File: config.mk
export PLATFORM = sky130hd
export DESIGN_NAME = grp_toggle_irq
export DESIGN_NICKNAME = d
export VERILOG_FILES = /design/src/rtl/grp_toggle_irq.sv
export SDC_FILE = /design/constraint.sdc
export NUM_CORES = 1
export LEC_CHECK = 0
export CORE_ASPECT_RATIO = 0.75
export CORE_MARGIN = 2
export CORE_UTILIZATION = 50
export CTS_CLUSTER_DIAMETER = 50
export DETAILED_ROUTE_END_ITERATION = 10
export MAX_ROUTING_LAYER = met4
export PLACE_DENSITY = 0.85
export SETUP_SLACK_MARGIN = 0.3
export SKIP_CTS_REPAIR_TIMING = 1
export SYNTH_ARGS = -nofsm -noshare
export SYNTH_HDL_FRONTEND = slang
export SYNTH_SLANG_ARGS = --single-unit
export TNS_END_PERCENT = 5
File: constraint.sdc
create_clock -name clk -period 2.9 [get_ports clk]
set_input_delay 0.725 -clock clk [delete_from_list [all_inputs] [get_ports clk]]
set_output_delay 0.725 -clock clk [all_outputs]
set_load 0.1 [all_outputs]
File: src/rtl/grp_toggle_irq.sv
module grp_toggle_irq #(
  parameter int GROUPS = 3,
  parameter int WIDTH  = 8,
  parameter int AW     = 3,
  parameter logic [GROUPS*WIDTH-1:0] PIN_PRESENT = 24'hFF7FFF
) (
  input  logic                      clk,
  input  logic                      rst_n,
  input  logic [GROUPS*WIDTH-1:0]   pins,
  input  logic                      gie,
  input  logic [GROUPS-1:0]         ack,
  input  logic                      reg_wr,
  input  logic [AW-1:0]             reg_addr,
  input  logic [WIDTH-1:0]          reg_wdata,
  output logic [WIDTH-1:0]          reg_rdata,
  output logic [GROUPS-1:0]         irq
);
  localparam int NP = GROUPS * WIDTH;
  localparam logic [AW-1:0] EN_A   = AW'(GROUPS);
  localparam logic [AW-1:0] FLAG_A = AW'(GROUPS + 1);

  logic [NP-1:0] s1, s2, prev;
  logic [1:0] warm;
  logic [GROUPS-1:0][WIDTH-1:0] mask;
  logic [GROUPS-1:0] en, flag, grp_hit, clr;

  wire armed = (warm == 2'd3);
  wire [NP-1:0] diff = (s2 ^ prev) & mask & PIN_PRESENT & {NP{armed}};

  always_comb begin
    for (int g = 0; g < GROUPS; g++) grp_hit[g] = |diff[g*WIDTH +: WIDTH];
  end

  assign clr = (reg_wr && reg_addr == FLAG_A) ? reg_wdata[GROUPS-1:0] : '0;
  assign irq = flag & en & {GROUPS{gie}};

  always_ff @(posedge clk or negedge rst_n) begin
    if (!rst_n) begin
      s1 <= '0; s2 <= '0; prev <= '0; warm <= '0;
    end else begin
      s1 <= pins;
      s2 <= s1;
      prev <= s2;
      if (!armed) warm <= warm + 2'd1;
    end
  end

  always_ff @(posedge clk or negedge rst_n) begin
    if (!rst_n) begin
      mask <= '0; en <= '0; flag <= '0;
    end else begin
      for (int g = 0; g < GROUPS; g++)
        if (reg_wr && reg_addr == AW'(g))
          mask[g] <= reg_wdata & PIN_PRESENT[g*WIDTH +: WIDTH];
      if (reg_wr && reg_addr == EN_A) en <= reg_wdata[GROUPS-1:0];
      flag <= (flag & ~clr & ~ack) | grp_hit;
    end
  end

  always_comb begin
    reg_rdata = '0;
    for (int g = 0; g < GROUPS; g++)
      if (reg_addr == AW'(g)) reg_rdata = mask[g];
    if (reg_addr == EN_A)   reg_rdata = {{(WIDTH-GROUPS){1'b0}}, en};
    if (reg_addr == FLAG_A) reg_rdata = {{(WIDTH-GROUPS){1'b0}}, flag};
  end

  a_r3_set_has_source: assert property (@(posedge clk) disable iff (!rst_n)
    1'b1 |-> ((flag & ~$past(flag) & ~$past(grp_hit)) == '0));
  a_r9_set_wins: assert property (@(posedge clk) disable iff (!rst_n)
    (grp_hit != '0) |=> ((flag & $past(grp_hit)) == $past(grp_hit)));
  a_r7_wr_clears: assert property (@(posedge clk) disable iff (!rst_n)
    ((clr & ~grp_hit) != '0) |=> ((flag & $past(clr & ~grp_hit)) == '0));
  a_r8_ack_clears: assert property (@(posedge clk) disable iff (!rst_n)
    ((ack & ~grp_hit) != '0) |=> ((flag & $past(ack & ~grp_hit)) == '0));
  a_r6_gie_off: assert property (@(posedge clk) disable iff (!rst_n)
    !gie |-> (irq == '0));
  a_r6_irq_needs_flag: assert property (@(posedge clk) disable iff (!rst_n)
    ((irq & ~flag) == '0));
endmodule

## After elaboration in Yosys (flattened, before gate mapping)

Index checks and enable logic that the tools add are counted.

- Add/subtract/negate cells: 1
- Bitwise gates (word level): 10
- Equal/unequal tests: 5
- Multiplexer cells: 6
- Reduce and logical (&&, ||, !) cells: 9

Operators by type and width:

| cell | number |
|---|---|
| 24-bit AND | 2 |
| 8-bit 2-to-1 mux | 5 |
| 8-bit OR reduction | 3 |
| 24-bit bitwise XOR | 1 |
| 3-bit AND | 4 |
| 3-bit by 2-bit equality test with 1-bit output (second input constant) | 2 |
| 3-bit NOT | 2 |
| 1-bit logical AND | 5 |
| 3-bit by 1-bit equality test with 1-bit output (second input constant) | 1 |
| 3-bit equality test (second input constant) | 1 |
| 3-bit logical NOT | 1 |
| 3-bit 2-to-1 mux | 1 |
| 3-bit bitwise OR | 1 |
| 2-bit by 1-bit adder with 2-bit output (second input constant) | 1 |
| 2-bit equality test (second input constant) | 1 |

- Output and inout port bits: 11
- Flip-flop bits (word level): 103
- Input port bits: 42
- Word-level logic and storage cells: 40

## Depth between registers and ports, before layout

- Depth in word-level cells: 7
- Mapped depth: 5

## Worst setup path before layout

No wires, ideal clock.

- Kind: input-to-output
- Start point: in reg_addr[1]
- End point: out reg_rdata[1]
- Path slack: -1.165 ns
- Stages: 4
- Arrival: 3.340 ns
- Required time: 2.175 ns
- Path through: buf_4 -> mux4_2 -> inv_1 -> o21ai_0

- Word-level cells in the longest chain between the ends: 6

Ends and longest elaborated chain:

| element | line | source |
|---|---|---|
| start: declaration | 13 | `input logic [AW-1:0] reg_addr,` |
| 3-bit logical NOT | 63 | `if (reg_addr == AW'(g)) reg_rdata = mask[g];` |
| 8-bit 2-to-1 mux (3 in a row) | 63 |  |
| 8-bit 2-to-1 mux | 64 | `if (reg_addr == EN_A) reg_rdata = {{(WIDTH-GROUPS){1'b0}}, en};` |
| 8-bit 2-to-1 mux (*) | 65 | `if (reg_addr == FLAG_A) reg_rdata = {{(WIDTH-GROUPS){1'b0}}, flag};` |
| end: declaration | 15 | `output logic [WIDTH-1:0] reg_rdata,` |

Mark *: on every way between the ends. The rest lies on a longest branch, timed or not.

## Worst setup path in the final report

- Start point: in reg_addr[1]
- End point: out reg_rdata[2]

Same word-level chain as after synthesis.

==> out/metrics.yaml <==
dp_hpwl_um: 4540
critPathMaxStageDelay_ps: 530
route.detailed.drc: 0
cts_sinks: 100
fin_nets: 340
synth_top_flop_cell: "dfrtp_1"
synthArstFlopShare_pct: 100
viasPerCell: 5.16
grt_pass1_vias: 2083
tritoncts: "done"
grt_pass1_wl_um: 10500
syn_nets: 268
numCtsBuffers: 9
grt_max_degree: 61
synth-edff-count: 0
dr.pass1.iters: 4
worstSetupStartpointType: "input port"
drt_iter0_markers: 101
power_density_mw_per_mm2: 677
slowest_stage: "mux4_2"
path_clk_slew_ps: 90
die_h_um: 76.9
min_period_ps: 2540
max_slew_margin_pct: 64.3
path_cells: "clkbuf_2 -> mux4_2 -> inv_1 -> o21ai_2 -> buf_12"
core_area_sq_mm: 0.00683
antenna_found_initial: 0
final_common_cell: "dfrtp_1"
globalplace.congestion: 0.859
worstMarginPinSlew_ps: 536
min_path_type: "in2async"
worstSetupPathType: "in2out"
syn_inst: 224
num_vias: 1986
final_cell_mix: "dfrtp_1 (100), clkdlybuf4s50_1 (36), mux2_2 (27)"
critical_path_peak_fanout: 5
worstPathRequired_ps: 2170
rsz0062_at_grt: "false"
area_delta_synth_final_pct: 30.2
rows: 26
fin_skew_ps: 4.88
worstRegToRegCells: 4
r2r_slack_ps: 1480
yosysSeqAreaShare_pct: 70.6
p_leak_nw: 2.04
worstSkewPairLatency_ps: 360
port_buffers: 51
ios: 53
arrival_ps: 1810
fmax_mhz: 394
clk_path_buf_depth: 2
syn-cell-area_sq_mm: 0.00354
setup_viol: 0
dieArea_sq_mm: 0.00778
grt_remaining_overflow: 0
drv_slew: 0
cts.htree.levels: 3
grtUsageTotal_pct: 18.8
synth_warnings: 0
initial_core_util_pct: 51.8
maxCapViolCount: 0
drtAntennaViolNets: 0
hold_violations: 0
synth_area_per_cell_sq_um: 15.8
whs_ps: 333
cp-end-kind: "output pin"
dieWidth_um: 101
tns_ps: 0
post_synth_num_cell_types: 29
totalWireLength_um: 6300
root_buffer: "clkbuf_8"
period_share_pct: 87.5
vdd_drop_max_mv: 0.396
outcome: "complete, no violations"
wl_per_cell_um: 16.4
n_antenna_cell: 0
ys_ff_latch: 100
drive_above_1_share_pct: 28.6
## where the power goes
part	internal, mW	leakage [nW]	switching [mW]
Sequential	1.53	1.16	0.0985
Clock	0.426	0.0999	0.454
Combinational	0.285	0.778	0.330
## layout make-up
| type | count | area [sq um] |
|---|---|---|
| multi-input combinational | 113 | 1030 |
| clock buffer | 11 | 141 |
| inverter | 7 | 26.3 |
| timing repair buffer | 65 | 748 |
| sequential | 100 | 2500 |
| clock inverter | 5 | 60.1 |
| tap | 84 | 105 |
| fill | 496 | 2220 |
## worst paths after layout
path,from,to
worst max-delay path,reg_addr[1],reg_rdata[2]
worst min-delay path,rst_n,prev[7]
worst max register to register,s2[12],flag[1]
worst min register to register,s1[11],s2[11]
max in group asynchronous,rst_n,prev[18]
min in group clk,s1[11],s2[11]
## per-stage QoR
step | cell area [sq um] | instances | power, mW | setup WS (ps) | utilization, %
2_1_floorplan | 3570 | 224 | 1.99 | 121 | -
3_3_place_gp | 4380 | 366 | 2.25 | -101 | 64.2
3_5_place_dp | 4380 | 366 | 2.27 | -118 | 64.2
4_1_cts | 4590 | 382 | 3.15 | -120 | 67.1
5_1_grt | 4610 | 385 | 3.27 | 301 | 67.5
6_report | 4610 | 385 | 3.12 | 364 | 67.5
## synthesized netlist by cell type, types with 3 or more instances
| cell | n | area share (%) |
|---|---|---|
| dfrtp_1 | 100 | 71 |
| mux2_2 | 27 | 8.6 |
| xor2_1 | 23 | 5.7 |
| a22oi_1 | 11 | 2.3 |
| nor2_1 | 10 | 1.1 |
| inv_1 | 7 | 0.74 |
| mux2i_1 | 5 | 1.4 |
| a21oi_1 | 4 | 0.57 |
| and3_1 | 3 | 0.53 |
| mux4_2 | 3 | 1.9 |
| nand2_1 | 3 | 0.32 |
| nand3_1 | 3 | 0.42 |
| o21ai_0 | 3 | 0.42 |
## flip-flops by register name, summed over array words and instances (netlist names)
register	flops
mask	23
prev	23
s1	23
s2	23
en	3
flag	3
warm	2
## critical path, delay by kind of cell
family	cells	cell delay [ps]
multiplexers	1	530
buffers and inverters	3	480
AO/OA/AOI/OAI	1	70
## routing by layer
metal	global-route usage (%)	share of wire [%]
met3	5.38	5.9
met1	25.9	47
met5	-	0
met2	26.2	45
met4	8.11	2.1
## cell families after synthesis
kind of cell,count (synthesis),share of synthesized area [%]
flip-flops,100,70.6
AND/OR/NAND/NOR,29,4.95
multiplexers,35,11.9
adder cells (fa/ha/maj),2,0.706
XOR/XNOR,24,5.93
AO/OA/AOI/OAI,23,4.52
buffers and inverters,11,1.34
Note: power is estimated with default switching activity, not from simulation.
